==> src/rtl/aisd_pkg.sv <==
package aisd_pkg;
  typedef struct packed {
    logic done;  // last strobe of a window
    logic low;   // that window held fewer zeros than the threshold
  } win_res_t;
endpackage

==> src/rtl/aisd_window_ctr.sv <==
module aisd_window_ctr #(
  parameter int WINDOW_LEN = 8192
) (
  input  logic clk_i,
  input  logic rst_ni,
  input  logic bit_en_i,
  output logic win_end_o
);
  localparam int CW = (WINDOW_LEN > 1) ? $clog2(WINDOW_LEN) : 1;
  localparam logic [CW-1:0] LAST = CW'(WINDOW_LEN - 1);

  logic [CW-1:0] pos_q;

  assign win_end_o = bit_en_i && (pos_q == LAST);

  always_ff @(posedge clk_i or negedge rst_ni) begin
    if (!rst_ni)        pos_q <= '0;
    else if (win_end_o) pos_q <= '0;
    else if (bit_en_i)  pos_q <= pos_q + 1'b1;
  end
endmodule

==> src/rtl/aisd_zero_ctr.sv <==
module aisd_zero_ctr
  import aisd_pkg::*;
#(
  parameter int ZERO_MIN = 9
) (
  input  logic     clk_i,
  input  logic     rst_ni,
  input  logic     bit_en_i,
  input  logic     bit_i,
  input  logic     win_end_i,
  output win_res_t res_o
);
  localparam int ZW = $clog2(ZERO_MIN + 1);

  logic [ZW-1:0] zcnt_q;
  logic          is_zero;
  logic [ZW:0]   zcnt_incl;

  assign is_zero   = bit_en_i && !bit_i;
  // count including the bit strobed in this cycle
  assign zcnt_incl = {1'b0, zcnt_q} + (ZW+1)'(is_zero);

  assign res_o.done = win_end_i;
  assign res_o.low  = win_end_i && (zcnt_incl < (ZW+1)'(ZERO_MIN));

  always_ff @(posedge clk_i or negedge rst_ni) begin
    if (!rst_ni)                                   zcnt_q <= '0;
    else if (win_end_i)                            zcnt_q <= '0;
    else if (is_zero && zcnt_q < ZW'(ZERO_MIN))    zcnt_q <= zcnt_q + 1'b1;
  end
endmodule

==> src/rtl/aisd_status.sv <==
module aisd_status
  import aisd_pkg::*;
(
  input  logic     clk_i,
  input  logic     rst_ni,
  input  win_res_t res_i,
  input  logic     rd_i,
  output logic     cond_o,
  output logic     ais_o
);
  logic cond_q, ais_q;

  always_ff @(posedge clk_i or negedge rst_ni) begin
    if (!rst_ni) begin
      cond_q <= 1'b0;
      ais_q  <= 1'b0;
    end else begin
      if (res_i.done) cond_q <= res_i.low;
      // set wins; clear judged on the last completed window
      if (res_i.done && res_i.low) ais_q <= 1'b1;
      else if (rd_i && !cond_q)    ais_q <= 1'b0;
    end
  end

  assign cond_o = cond_q;
  assign ais_o  = ais_q;
endmodule

==> src/rtl/ais_detector.sv <==
module ais_detector
  import aisd_pkg::*;
#(
  parameter int WINDOW_LEN = 8192,
  parameter int ZERO_MIN   = 9
) (
  input  logic clk_i,
  input  logic rst_ni,
  input  logic bit_en_i,
  input  logic bit_i,
  input  logic rd_i,
  output logic ais_o
);
  logic     win_end;
  win_res_t win_res;
  logic     cond_q;

  aisd_window_ctr #(.WINDOW_LEN(WINDOW_LEN)) u_win (
    .clk_i(clk_i), .rst_ni(rst_ni), .bit_en_i(bit_en_i), .win_end_o(win_end)
  );

  aisd_zero_ctr #(.ZERO_MIN(ZERO_MIN)) u_zero (
    .clk_i(clk_i), .rst_ni(rst_ni), .bit_en_i(bit_en_i), .bit_i(bit_i),
    .win_end_i(win_end), .res_o(win_res)
  );

  aisd_status u_stat (
    .clk_i(clk_i), .rst_ni(rst_ni), .res_i(win_res), .rd_i(rd_i),
    .cond_o(cond_q), .ais_o(ais_o)
  );
endmodule

==> config.mk <==
export PLATFORM = sky130hd
export DESIGN_NAME = ais_detector
export DESIGN_NICKNAME = d
export VERILOG_FILES = /design/src/rtl/aisd_pkg.sv /design/src/rtl/aisd_window_ctr.sv /design/src/rtl/aisd_zero_ctr.sv /design/src/rtl/aisd_status.sv /design/src/rtl/ais_detector.sv
export SDC_FILE = /design/constraint.sdc
export NUM_CORES = 1
export LEC_CHECK = 0
export BUFFER_PORTS_ARGS = -buffer_cell sky130_fd_sc_hd__buf_2
export CAP_MARGIN = 20
export CELL_PAD_IN_SITES_DETAIL_PLACEMENT = 1
export CELL_PAD_IN_SITES_GLOBAL_PLACEMENT = 1
export CORE_ASPECT_RATIO = 1.2
export CORE_MARGIN = 8
export CORE_UTILIZATION = 41
export DETAILED_ROUTE_END_ITERATION = 8
export PLACE_DENSITY = 0.83
export SETUP_SLACK_MARGIN = 0.1
export SLEW_MARGIN = 20
export SYNTH_ARGS = -nofsm -noshare
export SYNTH_HDL_FRONTEND = slang
export SYNTH_HIERARCHICAL = 1
export SYNTH_SLANG_ARGS = --single-unit
==> constraint.sdc <==
create_clock -name clk_i -period 1.5 [get_ports clk_i]
set_input_delay 0.225 -clock clk_i [delete_from_list [all_inputs] [get_ports clk_i]]
set_output_delay 0.225 -clock clk_i [all_outputs]
set_load 0.02 [all_outputs]
==> summary.txt, run 1 <==
Synth
  • Dominant synthesized flop cell: dfrtp_1
  • Post-synth top area share: 0.462
  • Synth area leader: dfrtp_1
  • Synthesis Warnings: 6
  • Area contributors post-synth: dfrtp_1 (46%), ha_1 (6.1%), xnor2_1 (5.1%)
  • Synthesized area per cell: 10.2 sq um
  • Yosys cell types: 33
  • Syn Nets: 111
  • Fraction of the yosys area taken by sequential cells: 0.462
  • Number of synthesized flops with an enable pin: 0
  • Gate count of the mapped netlist: 101
  • Post-Synthesis Cell Area: 1030 sq um
  • Synthesized flop and latch total: 19
  • Synth top cells by count: dfrtp_1 (19), nor2_1 (11), inv_1 (8)
  • Asr flop ratio synth: 1.00
  • Most common cell in the netlist: dfrtp_1

Setup path
  • Crit path depth: 6
  • Kind of critical path: register to register
  • Worst path bufs/invs: 1
  • Crit path from: u_win/pos_q[1]
  • Worst setup EP type: register
  • R2R cell count: 6
  • Reg-to-Reg Start: u_win/pos_q[1]
  • Critical Path RT: 1.71 ns
  • CP Cell Sequence: ha_4 > nand4_1 > nor4_4 > buf_4 > nor2_2 > a31o_2
  • Reg2reg setup slack: -0.03 ns
  • Max stage delay on crit path: 0.42 ns
  • Critical path fanouts, max: 5
  • Worst path arrival time: 1.74 ns
  • Crit start category: register
  • Critical-path cell with the highest stage delay: dfrtp_1
  • Top delay family on crit path: flip-flops
  • Crit path to: u_zero/zcnt_q[2]
  • R2r endpoint: u_zero/zcnt_q[2]

Placement
  • Number of port buffers: 5
  • HPWL Detailed: 1830 um
  • Gpl congestion: 0.736

Finish
  • Finished Core Util: 0.588
  • Share of post-route cells with drive strength above 1: 0.425
  • Fill cell count: 300
  • Nets@finish: 145
  • Area grow syn2layout: 40.3%
  • Antenna Cells: 0

Timing
  • Final Setup Violations: 3
  • Hold Fails Final Rpt: 0
  • Slew Limit Headroom: 0.703
  • Final Skew: 0.00151 ns
  • Hold slack: 0.207 ns
  • Fin crit share: 1.02
  • FMAX: 0.652 GHz
  • RSZ-0062 raised after global routing: true
  • Fin. max-slew vios: 0
  • PnR worst setup slack: -0.0329 ns
  • Fin crit period: 1.53 ns
  • Measured slew at the worst slew-check pin: 0.445 ns

CTS
  • Clk buf depth: 2
  • Clock sink count: 19
  • Worst skew pair latency: 0.31 ns
  • Num CTS Buffers: 3
  • CTS tree: done
  • Clk slew on worst S/H paths: 0.11 ns
  • Root Buffer: clkbuf_4
  • CTS H-tree depth: 1

Global routing
  • Initial antenna violation count: 0
  • First-pass GRT wire length: 4690 um
  • GRT Total Usage: 0.141
  • Number of global-route vias before repair: 1,047
  • Remaining Overflow, GRT: 0
  • Largest net degree at the start of global routing: 20

Pwr
  • PwrDens: 994 nW/um^2
  • VDD IR max: 0.641 mV
  • P_leak: 0.000645 uW

Route
  • DRC: 0
  • Wire per inst: 16.6 um
  • DRT iter0 DRCs: 10
  • Initial DRT Pass Iterations: 4
  • Via count: 876
  • Vias per cell: 5.25
  • Drt total wl: 2770 um
  • Antenna Nets Post-Route: 0

Die
  • Core Region: 2450 sq um
  • I/O pin cnt: 6
  • Die height: 70.9 um
  • Die X: 61.7 um
  • Die area: 4370 sq um
  • Initial Utilization: 0.419
  • Rows: 20

Run
  • Max-Cap Viols: 0

Status
  • Failing checks: negative setup slack
  • Status: finished with violations

Min path
  • Worst hold path type: primary input to register
## state kept, by name (all words and copies together), names as in the netlist
name / flops
u_stat/ais_o: 1
u_stat/cond_o: 1
u_win/pos_q: 13
u_zero/zcnt_q: 4
## power breakdown
part           switching (uW)  leakage (uW)  internal [uW]  total (uW)
Clock                     171     0.0000150            104         274
Combinational             215      0.000404            256         471
Sequential               91.2      0.000226            597         689
Total                     477      0.000645            958        1430
## per-stage QoR
stage / TNS, ns / setup WS, ns / power (uW) / cell area, sq um / cells
after global placement: -0.142 / -0.0687 / 973 / 1200 / 152
after floorplan: -0.343 / -0.0893 / 852 / 1040 / 101
after CTS: -0.111 / -0.0379 / 1400 / 1430 / 165
after detailed placement: -0.481 / -0.183 / 1010 / 1200 / 152
final: -0.0939 / -0.0329 / 1430 / 1440 / 167
after global routing: -0.570 / -0.0923 / 1500 / 1440 / 167
## worst reg2reg max path, stage by stage, from the launching register on
cell,delay (ns)
dfrtp_1,0.42
ha_4,0.18
nand4_1,0.12
nor4_4,0.22
buf_4,0.20
nor2_2,0.04
a31o_2,0.25
## worst min path at each step
stage          startpoint             end  slack (ns)  depth (start not counted)
5_1_grt              rd_i    u_stat/ais_o        0.22                          3
3_3_place_gp       rst_ni  u_win/pos_q[5]        0.19                          1
4_1_cts              rd_i    u_stat/ais_o        0.20                          3
6_report             rd_i    u_stat/ais_o        0.21                          3
3_5_place_dp       rst_ni  u_win/pos_q[5]        0.19                          1
2_1_floorplan      rst_ni    u_stat/ais_o       -0.07                          0
## timing repair
item / 4_1_cts / 5_1_grt
buffers inserted: 8 / 2
setup endpoints to repair: 12 / 15
pin swaps: 9 / 0
resized for setup: 25 / 0
endpoints found under the hold margin: 19 / 0
hold buffers: 1 / 0
## layer usage
layer	vias up	share of wire	routed length, um	GRT usage
met1	447	0.41	1130	0.151
met5	-	0	0	0
li1	414	-	-	-
met2	9	0.56	1540	0.257
met3	6	0.018	49	0.0218
met4	0	0.016	43	0.0533
## placed cells by master, fill, tap and decap left out, types with 2 or more instances in the layout
cell / instances
xnor2_1: 6
buf_6: 2
ha_4: 3
xor2_1: 3
nand4_1: 6
nand3_1: 3
nor2b_4: 2
mux2_4: 2
dfrtp_1: 19
nor2_1: 6
nand3_2: 2
nor2b_1: 2
buf_4: 23
clkbuf_4: 3
inv_1: 8
nand2_1: 6
nor2_2: 4
buf_2: 5
o21ai_1: 3
a21oi_1: 2
nand2b_4: 2
## cell type report
cell class	count	area, sq um	share of cell area
clock buffer	4	26.3	0.0182
inverter	8	30.0	0.0208
multi-input combinational	72	639	0.443
sequential	19	475	0.330
tap	33	41.3	0.0286
timing repair buffer	31	230	0.160
## cell families (layout without fill, tap and decap cells)
group	after synthesis	count (layout)	synth area share
AOI/OAI and AO/OA	14	14	0.0949
xor gates and xnor gates	9	9	0.0766
and+or+nand+nor	41	41	0.229
DFF	19	19	0.462
muxes	3	3	0.0353
buffers and inverters	10	43	0.0414
adders and majority gates	5	5	0.0608
No activity file was read; power rests on OpenSTA's default activity.
==> run 2, diff against run 1 <==
--- a/config.mk
+++ b/config.mk
@@ -7,11 +7,11 @@
 export LEC_CHECK = 0
 export BUFFER_PORTS_ARGS = -buffer_cell sky130_fd_sc_hd__buf_2
 export CAP_MARGIN = 20
-export CELL_PAD_IN_SITES_DETAIL_PLACEMENT = 1
-export CELL_PAD_IN_SITES_GLOBAL_PLACEMENT = 1
+export CELL_PAD_IN_SITES_DETAIL_PLACEMENT = 2
+export CELL_PAD_IN_SITES_GLOBAL_PLACEMENT = 2
 export CORE_ASPECT_RATIO = 1.2
 export CORE_MARGIN = 8
-export CORE_UTILIZATION = 41
+export CORE_UTILIZATION = 34
 export DETAILED_ROUTE_END_ITERATION = 8
 export PLACE_DENSITY = 0.83
 export SETUP_SLACK_MARGIN = 0.1
==> run 2 against run 1 <==
  * The flow still finishes with violations (negative setup slack)
  * Fmax shrank 1.7%
  * Global-route usage shrank 0.092 points
  * Flip-flop and latch count is the same
  * Via count grew 3.9%
  * Sequential power shrank 0.7%
  * Final cell count grew 3.6%
  * First-iteration DRC count grew to 2.7 times the previous value
  * Setup slack lost 0.026 ns
  * Wire length grew 23%
  * Clock-buffer cell count shrank 1
  * Critical endpoint is now u_zero/zcnt_q[0]
==> summary.txt, run 2 (same netlist as run 1, synthesis figures left out) <==
Pwr
  • Psw: 510 uW (was 477 uW)
  • Sw frac: 0.340 (was 0.332)
  • Clock share of power: 0.186 (was 0.191)
  • Combinational Power Share: 0.358 (was 0.329)
  • PwrDens: 1000 nW/um^2 (was 994 nW/um^2)
  • P_leak: 0.000691 uW (was 0.000645 uW)
  • VDD IR max: 0.774 mV (was 0.641 mV)
  • Reg power frac: 0.455 (was 0.480)
  • Internal power: 991 uW (was 958 uW)

Placement
  • Dpl ws: -0.154 ns (was -0.183 ns)
  • HPWL Detailed: 2070 um (was 1830 um)
  • Gpl congestion: 0.748 (was 0.736)
  • Number of port buffers: 5 (unchanged)

CTS
  • Num CTS Buffers: 3 (unchanged)
  • Clk buf depth: 2 (unchanged)
  • Clk slew on worst S/H paths: 0.12 ns (was 0.11 ns)
  • Worst skew pair latency: 0.31 ns (about the same)
  • CTS H-tree depth: 1 (unchanged)
  • CTS tree: done (unchanged)
  • Clock sink count: 19 (unchanged)
  • Root Buffer: clkbuf_4 (unchanged)

Finish
  • Share of post-route cells with drive strength above 1: 0.453 (was 0.425)
  • Most common cell after layout, fill and taps aside: buf_4 (unchanged)
  • Largest register FFs: 13 (unchanged)
  • Top flop regs: u_win/pos_q: 13 flops, u_zero/zcnt_q: 4 flops (unchanged)
  • Area grow syn2layout: 45.6% (was 40.3%)
  • Most frequent cells in the layout: buf_4 (24), dfrtp_1 (18), nor2_1 (8), inv_1 (7) (was buf_4 (23), dfrtp_1 (19), inv_1 (8))
  • Nets@finish: 148 (was 145)
  • Antenna Cells: 0 (unchanged)
  • Largest Register: u_win/pos_q (unchanged)

Status
  • Status: finished with violations (unchanged)
  • Failing checks: negative setup slack (unchanged)

Setup path
  • Critical path fanouts, max: 4 (was 5)
  • Crit start category: register (unchanged)
  • Critical Path RT: 1.71 ns (about the same)
  • Worst setup EP type: register (unchanged)
  • Kind of critical path: register to register (unchanged)
  • Worst path arrival time: 1.77 ns (was 1.74 ns)

Die
  • Die height: 76.3 um (was 70.9 um)
  • Rows: 22 (was 20)
  • I/O pin cnt: 6 (unchanged)
  • Die X: 66.2 um (was 61.7 um)
  • Die area: 5050 sq um (was 4370 sq um)
  • Core Region: 2970 sq um (was 2450 sq um)
  • Initial Utilization: 0.346 (was 0.419)

Timing
  • Fin crit share: 1.04 (was 1.02)
  • RSZ-0062 raised after global routing: true (unchanged)
  • PnR worst setup slack: -0.0592 ns (was -0.0329 ns)
  • Slew Limit Headroom: 0.703 (about the same)
  • FMAX: 0.641 GHz (was 0.652 GHz)
  • Hold Fails Final Rpt: 0 (unchanged)
  • Hold slack: 0.212 ns (was 0.207 ns)
  • Fin. max-slew vios: 0 (unchanged)
  • Fin crit period: 1.56 ns (was 1.53 ns)
  • Final Skew: 0.00437 ns (was 0.00151 ns)
  • Final Setup Violations: 7 (was 3)
  • Measured slew at the worst slew-check pin: 0.446 ns (was 0.445 ns)
  • Sum Neg Setup Slack: -0.218 ns (was -0.0939 ns)

Route
  • Via count: 910 (was 876)
  • Antenna Nets Post-Route: 0 (unchanged)
  • Vias per cell: 5.26 (was 5.25)
  • Initial DRT Pass Iterations: 3 (was 4)
  • DRC: 0 (unchanged)
  • Drt total wl: 3410 um (was 2770 um)
  • DRT iter0 DRCs: 27 (was 10)
  • Wire per inst: 19.7 um (was 16.6 um)

Global routing
  • Remaining Overflow, GRT: 0 (unchanged)
  • Largest net degree at the start of global routing: 20 (unchanged)
  • Initial antenna violation count: 0 (unchanged)
  • GRT Total Usage: 0.140 (was 0.141)
  • Number of global-route vias before repair: 1,047 (unchanged)
  • First-pass GRT wire length: 5380 um (was 4690 um)

Run
  • Max-Cap Viols: 0 (unchanged)

Min path
  • Worst hold path type: primary input to register (unchanged)
## run 2: final cells by class
cell class,instances,area [sq um]
clock buffer,3,22.5
clock inverter,1,5.00
fill,320,1480
inverter,8,30.0
multi-input combinational,72,649
sequential,19,477
tap,36,45.0
timing repair buffer,34,269
## run 2: per-layer routing
layer  share of wire  vias to the layer above  global-route usage
li1                -                      424                   -
met1            0.36                      466               0.139
met2            0.59                       12               0.265
met3           0.020                        8              0.0147
met4           0.029                        0              0.0749
met5               0                        -                   0
## run 2: worst max-delay path: stages, from the launching register on
cell      delay, ns
dfrtp_1        0.41
buf_4          0.14
buf_4          0.14
inv_2          0.08
ha_4           0.14
nand2b_4       0.06
a21boi_4       0.19
mux2_4         0.31
## run 2: final timing paths
check / start / to / cells past startpoint / slack, ns
min: rd_i / u_stat/ais_o / 3 / 0.21
max: u_zero/zcnt_q[0] / u_zero/zcnt_q[0] / 7 / -0.06
max in group asynchronous: rst_ni / u_win/pos_q[3] / 2 / 0.80
min in group asynchronous: rst_ni / u_win/pos_q[4] / 2 / 0.38
max reg2reg: u_zero/zcnt_q[0] / u_zero/zcnt_q[0] / 7 / -0.06
min reg2reg: u_stat/cond_o / u_stat/cond_o / 2 / 0.55
## run 2: what timing repair did
item	4_1_cts	5_1_grt
gates resized for setup	21	8
hold endpoints to repair	19	0
hold buffers	1	0
buffers inserted	6	4
pin swaps	6	9
gates cloned	0	0
endpoints found under the setup margin	12	15
## run 2: power by group through the flow
stage          combinational [uW]  sequential [uW]  clock, uW
2_1_floorplan                 166              686          0
3_3_place_gp                  319              679          0
3_5_place_dp                  348              689          0
4_1_cts                       417              683        289
5_1_grt                       582              698        316
6_report                      538              684        279
## run 2: per-stage QoR
stage,utilization,power [uW],instance area (sq um),instances
finish,0.504,1500,1500,173
global route,0.504,1600,1500,173
CTS,0.479,1390,1420,169
detailed placement,0.418,1040,1240,158
global placement,0.418,997,1240,158
floorplan,-,852,1040,101
==> run 3, diff against run 2 <==
--- a/config.mk
+++ b/config.mk
@@ -5,15 +5,16 @@
 export SDC_FILE = /design/constraint.sdc
 export NUM_CORES = 1
 export LEC_CHECK = 0
+export ABC_AREA = 1
 export BUFFER_PORTS_ARGS = -buffer_cell sky130_fd_sc_hd__buf_2
 export CAP_MARGIN = 20
 export CELL_PAD_IN_SITES_DETAIL_PLACEMENT = 2
 export CELL_PAD_IN_SITES_GLOBAL_PLACEMENT = 2
 export CORE_ASPECT_RATIO = 1.2
 export CORE_MARGIN = 8
-export CORE_UTILIZATION = 34
+export CORE_UTILIZATION = 35
 export DETAILED_ROUTE_END_ITERATION = 8
-export PLACE_DENSITY = 0.83
+export PLACE_DENSITY = 0.88
 export SETUP_SLACK_MARGIN = 0.1
 export SLEW_MARGIN = 20
 export SYNTH_ARGS = -nofsm -noshare
==> constraint.sdc (replaced) <==
create_clock -name clk_i -period 1.6 [get_ports clk_i]
set_input_delay 0.24 -clock clk_i [delete_from_list [all_inputs] [get_ports clk_i]]
set_output_delay 0.24 -clock clk_i [all_outputs]
set_load 0.02 [all_outputs]
==> run 3 against run 2 <==
  * Critical path type unchanged
  * First-iteration DRC count increased by 19%
  * The flow now finishes without violations
  * Sequential power increased by 9.2%
  * Highest routed layer unchanged
  * Sequential share of layout area up 0.35 points
  * Clock-buffer cell count up 1
  * Largest power group unchanged
==> summary.txt, run 3 <==
Placement
  • DP Area: 1330 sq um (was 1240 sq um)
  • Gpl congestion: 0.742 (was 0.748)
  • HPWL Detailed: 2580 um (was 2070 um)
  • Number of port buffers: 5 (unchanged)

Setup path
  • Most common cell type on the critical path: nand2_1 (was buf_4)
  • Worst setup EP type: register (unchanged)
  • Top delay family on crit path: simple AND/OR/NAND/NOR gates (was flip-flops)
  • Critical-path cell with the highest stage delay: dfrtp_1 (unchanged)
  • R2r endpoint: u_stat/cond_o (was u_zero/zcnt_q[0])
  • Worst path arrival time: 1.67 ns (was 1.77 ns)
  • Critical path fanouts, max: 5 (was 4)
  • R2R cell count: 10 (was 7)
  • CP Cell Sequence: nand2_1 > inv_1 > nand2_1 > nor2_4 > nand3_4 > inv_4 > nand2_1 > a21oi_2 > nand2_1 > o21ai_1 (was buf_4 > buf_4 > inv_2 > ha_4 > nand2b_4 > a21boi_4 > mux2_4)
  • Reg2reg setup slack: 0.13 ns (was -0.06 ns)
  • Crit path from: u_win/pos_q[6] (was u_zero/zcnt_q[0])
  • Crit start category: register (unchanged)
  • Worst path bufs/invs: 2 (was 3)
  • Max stage delay on crit path: 0.43 ns (was 0.41 ns)
  • Kind of critical path: register to register (unchanged)
  • Reg-to-Reg Start: u_win/pos_q[6] (was u_zero/zcnt_q[0])
  • Critical Path RT: 1.80 ns (was 1.71 ns)

CTS
  • Root Buffer: clkbuf_8 (was clkbuf_4)
  • Num CTS Buffers: 3 (unchanged)
  • Worst skew pair latency: 0.27 ns (was 0.31 ns)
  • CTS H-tree depth: 1 (unchanged)
  • CTS tree: done (unchanged)
  • Clk slew on worst S/H paths: 0.08 ns (was 0.12 ns)
  • Clock sink count: 19 (unchanged)
  • Clk buf depth: 2 (unchanged)

Synth
  • Syn Nets: 172 (was 111)
  • Synth area leader: dfrtp_1 (unchanged)
  • Dominant synthesized flop cell: dfrtp_1 (unchanged)
  • Synth top cells by count: nand2_1 (47), inv_1 (26), dfrtp_1 (19), nand3_1 (16), nor2_1 (11) (was dfrtp_1 (19), nor2_1 (11), inv_1 (8))
  • Most common cell in the netlist: nand2_1 (was dfrtp_1)
  • Number of synthesized flops with an enable pin: 0 (unchanged)
  • Synthesized flop and latch total: 19 (unchanged)
  • Post-synth top area share: 0.387 (was 0.462)
  • Asr flop ratio synth: 1.00 (unchanged)
  • Fraction of the yosys area taken by sequential cells: 0.387 (was 0.462)
  • Post-Synthesis Cell Area: 1230 sq um (was 1030 sq um)
  • Synthesized area per cell: 7.59 sq um (was 10.2 sq um)
  • Synthesis Warnings: 6 (unchanged)
  • Yosys cell types: 23 (was 33)
  • Area contributors post-synth: dfrtp_1 (39%), nand2_1 (14%), inv_1 (7.9%) (was dfrtp_1 (46%), ha_1 (6.1%), xnor2_1 (5.1%))
  • Gate count of the mapped netlist: 162 (was 101)

Finish
  • Share of post-route cells with drive strength above 1: 0.264 (was 0.453)
  • Largest register FFs: 13 (unchanged)
  • Antenna Cells: 0 (unchanged)
  • Final Cell Area: 1480 sq um (was 1500 sq um)
  • Largest Register: u_win/pos_q (unchanged)
  • Most common cell after layout, fill and taps aside: nand2_1 (was buf_4)
  • Top flop regs: u_win/pos_q: 13 flops, u_zero/zcnt_q: 4 flops (unchanged)
  • Area grow syn2layout: 20.4% (was 45.6%)
  • Nets@finish: 193 (was 148)
  • Most frequent cells in the layout: nand2_1 (47), inv_1 (25), dfrtp_1 (18), nand3_1 (16), buf_4 (13) (was buf_4 (24), dfrtp_1 (18), nor2_1 (8), inv_1 (7))

Timing
  • RSZ-0062 raised after global routing: true (unchanged)
  • FMAX: 0.681 GHz (was 0.641 GHz)
  • Fin crit share: 0.917 (was 1.04)
  • Fin. max-slew vios: 0 (unchanged)
  • Hold Fails Final Rpt: 0 (unchanged)
  • Slew Limit Headroom: 0.687 (was 0.703)
  • Final Setup Violations: 0 (was 7)
  • Fin crit period: 1.47 ns (was 1.56 ns)
  • Final Skew: 0.00597 ns (was 0.00437 ns)
  • Measured slew at the worst slew-check pin: 0.469 ns (was 0.446 ns)

Global routing
  • Largest net degree at the start of global routing: 20 (unchanged)
  • Number of global-route vias before repair: 1,305 (was 1,047)
  • Remaining Overflow, GRT: 0 (unchanged)
  • First-pass GRT wire length: 5810 um (was 5380 um)
  • GRT Total Usage: 0.125 (was 0.140)
  • Initial antenna violation count: 0 (unchanged)

Pwr
  • PwrDens: 1210 nW/um^2 (was 1000 nW/um^2)
  • VDD IR max: 0.579 mV (was 0.774 mV)
  • P_leak: 0.000783 uW (was 0.000691 uW)
  • Total Power: 1790 uW (was 1500 uW)

Run
  • Max-Cap Viols: 0 (unchanged)

Route
  • Via count: 1,145 (was 910)
  • DRC: 0 (unchanged)
  • Antenna Nets Post-Route: 0 (unchanged)
  • Vias per cell: 5.23 (was 5.26)
  • Drt total wl: 4030 um (was 3410 um)
  • Initial DRT Pass Iterations: 2 (was 3)
  • DRT iter0 DRCs: 32 (was 27)
  • Wire per inst: 18.4 um (was 19.7 um)

Min path
  • Hold Path Sink: u_stat/ais_o (unchanged)
  • Hold Path Origin: rd_i (unchanged)
  • Worst hold path type: primary input to register (unchanged)
  • Hold Crit Depth: 4 (was 3)

Die
  • Core Region: 3370 sq um (was 2970 sq um)
  • Die height: 80.9 um (was 76.3 um)
  • I/O pin cnt: 6 (unchanged)
  • Die area: 5670 sq um (was 5050 sq um)
  • Rows: 23 (was 22)
  • Die X: 70.1 um (was 66.2 um)
  • Initial Utilization: 0.365 (was 0.346)

Status
  • Status: finished clean (was finished with violations)
run 3: how the worst max path moves through the flow:
| stage | endpoint | slack [ns] | cells past startpoint |
|---|---|---|---|
| after floorplan | u_zero/zcnt_q[2] | 0.20 | 9 |
| final | u_stat/cond_o | 0.13 | 10 |
| after CTS | u_stat/cond_o | 0.11 | 9 |
| after detailed placement | u_stat/cond_o | 0.007 | 12 |
| after global placement | u_stat/cond_o | 0.06 | 12 |
| after global routing | u_stat/cond_o | -0.02 | 10 |
run 3: final cells by class:
type	instances	area, sq um
Multi-Input combinational cell	111	667
Sequential cell	19	477
Tap cell	37	46.3
Timing Repair Buffer	19	133
Clock buffer	4	45.0
Fill cell	389	1890
Inverter	29	114
run 3: stage by stage:
stage	std cells	setup slack, ns	hold slack (ns)	setup TNS [ns]	util
3_5_place_dp	208	0.00732	0.216	0	0.394
4_1_cts	214	0.113	0.240	0	0.413
5_1_grt	219	-0.0214	0.246	-0.0214	0.440
3_3_place_gp	208	0.0645	0.211	0	0.394
6_report	219	0.132	0.229	0	0.440
2_1_floorplan	162	0.201	-0.0556	0	-
run 3: worst register-to-register path: stages (launching register included):
cell     delay, ns
dfrtp_1       0.43
nand2_1       0.11
inv_1         0.09
nand2_1       0.09
nor2_4        0.15
nand3_4       0.10
inv_4         0.10
nand2_1       0.07
a21oi_2       0.10
nand2_1       0.08
o21ai_1       0.08
run 3: power breakdown:
group          internal, uW  switching (uW)  total (uW)  leakage [uW]
combinational           295             388         683      0.000532
sequential              581             166         747      0.000228
clock                   178             178         356     0.0000228
run 3: cells by family after synthesis:
kind of cell	synth area share
buf+inv	0.112
flops	0.387
simple gates	0.392
fa+ha+maj	0.0509
xor+xnor	0.0285
compound gates	0.0305
run 3: what timing repair did:
item,in CTS,in global routing
hold buffers,1,0
setup endpoints to repair,5,6
buffers inserted,1,5
gates cloned,0,0
gates resized for setup,2,10
hold endpoints to repair,19,0
pin swaps,0,5
run 3: per-layer routing:
layer,vias up,track usage,part of all wire
li1,534,-,-
met2,10,0.266,0.58
met4,0,0.0543,0.036
met5,-,0,0
met3,9,0.00853,0.014
met1,592,0.120,0.37
